### src/rtl/dma_burst_seq_pkg.sv
package dma_burst_seq_pkg;
  typedef enum logic {
    SEQ_IDLE = 1'b0,
    SEQ_RUN  = 1'b1
  } seq_state_e;
endpackage

### src/rtl/dbs_rst_sync.sv
module dbs_rst_sync #(
  parameter int STAGES = 2
) (
  input  logic clk,
  input  logic rst_n,
  output logic rst_sync_n
);
  logic [STAGES-1:0] chain_q;

  always_ff @(posedge clk or negedge rst_n) begin
    if (!rst_n) chain_q <= '0;
    else        chain_q <= {chain_q[STAGES-2:0], 1'b1};
  end

  assign rst_sync_n = chain_q[STAGES-1];
endmodule

### src/rtl/dbs_len_select.sv
module dbs_len_select #(
  parameter int FLD_W = 6,
  parameter int MUL_LG = 3,
  localparam int EFF_W = FLD_W + MUL_LG
) (
  input  logic [FLD_W-1:0] tx_fld,
  input  logic [FLD_W-1:0] rx_fld,
  input  logic             split_en,
  input  logic             dir_rx,
  input  logic             mul_en,
  output logic [EFF_W-1:0] eff_len,
  output logic             fld_bad
);
  logic [FLD_W-1:0] pick;

  always_comb begin
    pick    = (split_en && dir_rx) ? rx_fld : tx_fld;
    fld_bad = !$onehot(pick);
    if (mul_en) eff_len = {pick, {MUL_LG{1'b0}}};
    else        eff_len = {{MUL_LG{1'b0}}, pick};
  end
endmodule

### src/rtl/dbs_burst_sizer.sv
module dbs_burst_sizer #(
  parameter int ADDR_W = 32,
  parameter int LEN_W = 16,
  parameter int EFF_W = 9,
  parameter int BEAT_LG = 2
) (
  input  logic [ADDR_W-1:0] cur_addr,
  input  logic [LEN_W-1:0]  rem_beats,
  input  logic [EFF_W-1:0]  eff_len,
  input  logic              align_en,
  input  logic              fixed_en,
  output logic [EFF_W-1:0]  size
);
  logic [EFF_W-1:0] beat_idx;
  logic [EFF_W-1:0] offset;
  logic [EFF_W-1:0] rem_cap;
  logic [EFF_W-1:0] natural;
  logic [EFF_W-1:0] nat_low;
  logic [EFF_W-1:0] rem_pow2;
  logic [EFF_W-1:0] trim_lim;

  assign beat_idx = cur_addr[EFF_W+BEAT_LG-1:BEAT_LG];
  assign offset   = beat_idx & (eff_len - EFF_W'(1));
  assign rem_cap  = (rem_beats >= LEN_W'(eff_len)) ? eff_len : rem_beats[EFF_W-1:0];
  assign natural  = beat_idx | eff_len;
  assign nat_low  = natural & (~natural + EFF_W'(1));
  assign trim_lim = eff_len - offset;

  // highest power of two not above the capped remainder
  always_comb begin
    rem_pow2 = '0;
    for (int i = 0; i < EFF_W; i++) begin
      if (rem_cap[i]) rem_pow2 = EFF_W'(1) << i;
    end
  end

  always_comb begin
    if (!align_en) begin
      size = rem_cap;
    end else if (!fixed_en) begin
      size = (trim_lim < rem_cap) ? trim_lim : rem_cap;
    end else begin
      size = (nat_low < rem_pow2) ? nat_low : rem_pow2;
    end
  end
endmodule

### src/rtl/dma_burst_seq.sv
module dma_burst_seq #(
  parameter int ADDR_W = 32,
  parameter int LEN_W = 16,
  parameter int FLD_W = 6,
  parameter int MUL_LG = 3,
  parameter int BEAT_LG = 2,
  localparam int EFF_W = FLD_W + MUL_LG
) (
  input  logic              clk,
  input  logic              rst_n,
  input  logic              xfer_start,
  input  logic [ADDR_W-1:0] xfer_addr,
  input  logic [LEN_W-1:0]  xfer_beats,
  input  logic              xfer_rx,
  input  logic              fixed_burst_en,
  input  logic              align_en,
  input  logic              split_len_en,
  input  logic [FLD_W-1:0]  tx_len_fld,
  input  logic [FLD_W-1:0]  rx_len_fld,
  input  logic              len_x8,
  output logic              burst_valid,
  input  logic              burst_ready,
  output logic [ADDR_W-1:0] burst_addr,
  output logic [EFF_W-1:0]  burst_beats,
  output logic              burst_last,
  output logic              xfer_done,
  output logic              cfg_err,
  output logic              busy
);
  import dma_burst_seq_pkg::*;

  logic rst_ni;
  seq_state_e st_q, st_d;
  logic [ADDR_W-1:0] addr_q, addr_d;
  logic [LEN_W-1:0]  rem_q, rem_d;
  logic [EFF_W-1:0]  eff_q, eff_d;
  logic align_q, align_d, fixed_q, fixed_d;
  logic done_q, done_d, err_q, err_d;
  logic desc_en;
  logic [EFF_W-1:0] sel_eff;
  logic sel_bad;
  logic [EFF_W-1:0] size;
  logic take;

  dbs_rst_sync #(.STAGES(2)) u_rst (
    .clk(clk), .rst_n(rst_n), .rst_sync_n(rst_ni)
  );

  dbs_len_select #(.FLD_W(FLD_W), .MUL_LG(MUL_LG)) u_sel (
    .tx_fld(tx_len_fld), .rx_fld(rx_len_fld), .split_en(split_len_en),
    .dir_rx(xfer_rx), .mul_en(len_x8), .eff_len(sel_eff), .fld_bad(sel_bad)
  );

  dbs_burst_sizer #(.ADDR_W(ADDR_W), .LEN_W(LEN_W), .EFF_W(EFF_W), .BEAT_LG(BEAT_LG)) u_size (
    .cur_addr(addr_q), .rem_beats(rem_q), .eff_len(eff_q),
    .align_en(align_q), .fixed_en(fixed_q), .size(size)
  );

  assign burst_valid = (st_q == SEQ_RUN);
  assign busy        = (st_q == SEQ_RUN);
  assign burst_addr  = addr_q;
  assign burst_beats = size;
  assign burst_last  = (LEN_W'(size) == rem_q);
  assign xfer_done   = done_q;
  assign cfg_err     = err_q;
  assign take        = burst_valid && burst_ready;

  // next-state logic
  always_comb begin
    st_d    = st_q;
    addr_d  = addr_q;
    rem_d   = rem_q;
    eff_d   = eff_q;
    align_d = align_q;
    fixed_d = fixed_q;
    done_d  = 1'b0;
    err_d   = 1'b0;
    desc_en = 1'b0;
    unique case (st_q)
      SEQ_IDLE: begin
        if (xfer_start) begin
          if (sel_bad) begin
            err_d = 1'b1;
          end else if (xfer_beats == '0) begin
            done_d = 1'b1;
          end else begin
            st_d    = SEQ_RUN;
            desc_en = 1'b1;
            addr_d  = xfer_addr;
            rem_d   = xfer_beats;
            eff_d   = sel_eff;
            align_d = align_en;
            fixed_d = fixed_burst_en;
          end
        end
      end
      SEQ_RUN: begin
        if (take) begin
          if (burst_last) begin
            st_d   = SEQ_IDLE;
            done_d = 1'b1;
          end else begin
            desc_en = 1'b1;
            addr_d  = addr_q + (ADDR_W'(size) << BEAT_LG);
            rem_d   = rem_q - LEN_W'(size);
          end
        end
      end
      default: st_d = SEQ_IDLE;
    endcase
  end

  // control registers
  always_ff @(posedge clk or negedge rst_ni) begin
    if (!rst_ni) begin
      st_q   <= SEQ_IDLE;
      done_q <= 1'b0;
      err_q  <= 1'b0;
    end else begin
      st_q   <= st_d;
      done_q <= done_d;
      err_q  <= err_d;
    end
  end

  // descriptor registers with explicit load enable
  always_ff @(posedge clk or negedge rst_ni) begin
    if (!rst_ni) begin
      addr_q  <= '0;
      rem_q   <= '0;
      eff_q   <= '0;
      align_q <= 1'b0;
      fixed_q <= 1'b0;
    end else if (desc_en) begin
      addr_q  <= addr_d;
      rem_q   <= rem_d;
      eff_q   <= eff_d;
      align_q <= align_d;
      fixed_q <= fixed_d;
    end
  end
endmodule

### config.mk
export PLATFORM = sky130hd
export DESIGN_NAME = dma_burst_seq
export DESIGN_NICKNAME = d
export VERILOG_FILES = /design/src/rtl/dma_burst_seq_pkg.sv /design/src/rtl/dbs_rst_sync.sv /design/src/rtl/dbs_len_select.sv /design/src/rtl/dbs_burst_sizer.sv /design/src/rtl/dma_burst_seq.sv
export SDC_FILE = /design/constraint.sdc
export NUM_CORES = 1
export LEC_CHECK = 0
export BUFFER_PORTS_ARGS = -buffer_cell sky130_fd_sc_hd__buf_2
export CORE_UTILIZATION = 35
export DETAILED_ROUTE_END_ITERATION = 7
export GPL_ROUTABILITY_DRIVEN = 0
export SKIP_LAST_GASP = 1
export SYNTH_ARGS = -nofsm -noshare
export SYNTH_HDL_FRONTEND = slang
export SYNTH_HIERARCHICAL = 1
export SYNTH_SLANG_ARGS = --single-unit
### constraint.sdc
create_clock -name clk -period 6.28 [get_ports clk]
set_clock_uncertainty 0.1 [all_clocks]
set_input_delay 0.628 -clock clk [delete_from_list [all_inputs] [get_ports clk]]
set_output_delay 0.628 -clock clk [all_outputs]
set_load 0.03 [all_outputs]
==> impl_metrics.yaml <==
status:
  status: "completed"
layout:
  regArea_sq_mm: 0.00160
  fillCellCount: 1755
  area_growth_pct: 29.5
  instances_no_fill: 1229
  multi_input_area_sq_mm: 0.00461
  nets: 1119
  layout_common_cells: "114 x nand2_1, 113 x buf_2, 87 x buf_4"
  final_common_cell: "nand2_1"
  final_util_pct: 47.1
  layout-drive-gt1-share_pct: 28.4
timing:
  fin_crit_ps: 6090
  fin_crit_sh_pct: 97.0
  finalSetupViolCount: 0
  max_freq_mhz: 164
  drv_slew: 0
  hold_viol: 0
  rsz0062_at_grt: "yes"
  slew-limit-headroom_pct: 45.9
  tightest_slew_ps: 808
critical_path:
  timing.rr.end: "burst_addr[28]$_DFFE_PN0P_"
  critPathRequiredTime_ps: 5550
  crit_path_end_kind: "primary output"
  r2r_start: "eff_q[1]$_DFFE_PN0P_"
  start_kind: "flip-flop"
  crit_type: "flip-flop to primary output"
  path_max_fanout: 5
  r2r_slack_ps: 230
  crit_arrival_ps: 5360
  reg2reg_depth: 26
clock_network:
  cts-root-buf: "clkbuf_16"
  clk_pin_slew_worst_paths_ps: 60
  cts_buffers: 9
  htree_levels: 3
  clock_latency_ps: 330
  numClockSinks: 64
  tritoncts: "done"
  cts.path.max_buffers: 2
detailed_routing:
  vias: 6973
  wl_per_cell_microns: 18.3
  ant_nets: 0
  wl_mm: 22.5
  drt_first_pass_iters: 5
  route.detailed.drc: 0
  drtIter0Drc: 498
  vias_per_cell: 5.67
floorplan:
  die_y_microns: 137
  ioPinCount: 115
  fp-row-count: 48
  core_sq_mm: 0.0175
  die_x_microns: 137
  initial_utilization_pct: 36.3
  die_area_sq_mm: 0.0187
logic_synthesis:
  syn_avg_cell_area_sq_um: 7.73
  async_reset_ff_share_pct: 100
  syn_area_sq_mm: 0.00637
  synth-seq-cells: 64
  yosys_warnings: 6
  netlist.top_cell.by_area: "dfrtp_1"
  synth_ff_type: "dfrtp_1"
  synthCells: 824
  synth_nets: 945
  ys_top_cells_by_area: "dfrtp_1 25%, ha_1 9.2%, nand2_1 6.7%, a21oi_1 5.3%, mux2i_1 4.7%"
  synth-edff-count: 0
  ys_types: 76
  synth-seq-area-share_pct: 25.1
  synth_top_area_share_pct: 25.1
place:
  dpl.cell_count: 1197
  dp_hpwl_mm: 17.5
  numPortBuffers: 114
grt:
  first_global_vias: 6564
  grt_usage_pct: 24.6
  grt_pass1_wl_mm: 35.3
  grt_max_degree: 63
  antenna_found_initial: 0
  overflow: 0
worst_hold_path:
  hold_path.class: "flip-flop to async pin"
run:
  drv_cap: 0
cell type report:
cell class                      instances  area share (%)
Sequential cell                        64            19.4
Clock inverter                          5           0.985
Antenna cell                            1          0.0303
Multi-Input combinational cell        675            55.8
Timing Repair Buffer                  204            15.4
Inverter                               44            2.00
Tap cell                              225            3.41
Clock buffer                           11            2.94
metrics by stage:
stage               hold WS (ps)  setup WS [ps]  area (sq um)  TNS (ps)
floorplan                    231           26.5          6390         0
detailed placement           123          -97.7          7630      -392
global placement             118           27.9          7630         0
global route                 151           -103          8250      -233
CTS                          126           4.35          8040         0
finish                       108            189          8250         0
state kept, by name, indices dropped and copies added, names as in the netlist:
signal         cells
align_q            1
burst_addr        32
burst_valid        1
cfg_err            1
eff_q              9
fixed_q            1
rem_q             16
u_rst/chain_q      2
xfer_done          1
cells in the mapped netlist (9+ instances only):
library cell and n:
xnor2_1 13, a21oi_1 68, ha_1 47, nand4_1 9, o211ai_1 12, o21ai_0 48, a211oi_1 16, nor4_1 18
nor2_1 71, dfrtp_1 64, nand2_1 114, and3_1 15, nand3_1 16, clkbuf_1 23, a31oi_1 16, buf_2 11
nor3_1 36, inv_1 43, mux2i_1 30
worst max-delay path by stage:
| stage | start | end | slack (ps) | cells after the start |
|---|---|---|---|---|
| 2_1_floorplan | eff_q[5]$_DFFE_PN0P_ | burst_addr[14]$_DFFE_PN0P_ | 30 | 28 |
| 3_3_place_gp | eff_q[1]$_DFFE_PN0P_ | burst_addr[28]$_DFFE_PN0P_ | 30 | 26 |
| 3_5_place_dp | eff_q[1]$_DFFE_PN0P_ | burst_addr[28]$_DFFE_PN0P_ | -100 | 26 |
| 5_1_grt | eff_q[1]$_DFFE_PN0P_ | burst_last | -100 | 24 |
| 6_report | eff_q[1]$_DFFE_PN0P_ | burst_last | 190 | 24 |
| 4_1_cts | eff_q[0]$_DFFE_PN0P_ | burst_last | 4 | 24 |
cells by family after synthesis:
kind of cell | after synthesis | share of synthesized area [%]
and+or+nand+nor | 323 | 24.2
AOI/OAI and AO/OA | 243 | 25.1
buffers and inverters | 85 | 5.63
DFF | 64 | 25.1
adders and majority gates | 52 | 10.8
muxes | 35 | 6.18
xor gates and xnor gates | 21 | 2.89
other | 1 | 0.0588
worst max-delay path: stages (launching register included):
cell and delay (ps):
dfrtp_1 390, inv_2 120, ha_1 250, nand2_1 140, nor3_2 240, xnor2_1 170
nand2_1 80, ha_1 390, nand2_1 90, o31ai_2 250, xor2_1 320, ha_1 300
o21ai_0 90, nand2b_1 110, a211oi_2 190, a31o_1 220, buf_4 150, mux2i_1 170
o221a_1 230, inv_1 60, ha_1 290, nand4_1 100, or2_4 270, nor3_4 230
buf_6 160
metal layers:
metal / up-vias / GRT usage [%] / routed length [microns]
met3: 43 / 4.70 / 1720
met4: 0 / 8.79 / 603
met5: - / 0 / 0
met1: 3243 / 33.2 / 10000
met2: 302 / 38.8 / 10100
li1: 3385 / - / -
timing repair:
action                                  CTS  global route
hold buffers                              1             0
resized for setup                        10            35
endpoints found under the setup margin   16            44
pin swaps                                 5            21
endpoints found under the hold margin     2             0
buffers inserted                          5             9
Power is not shown: default switching activity piles up to over one toggle a cycle in this logic, so the estimate is an artifact.
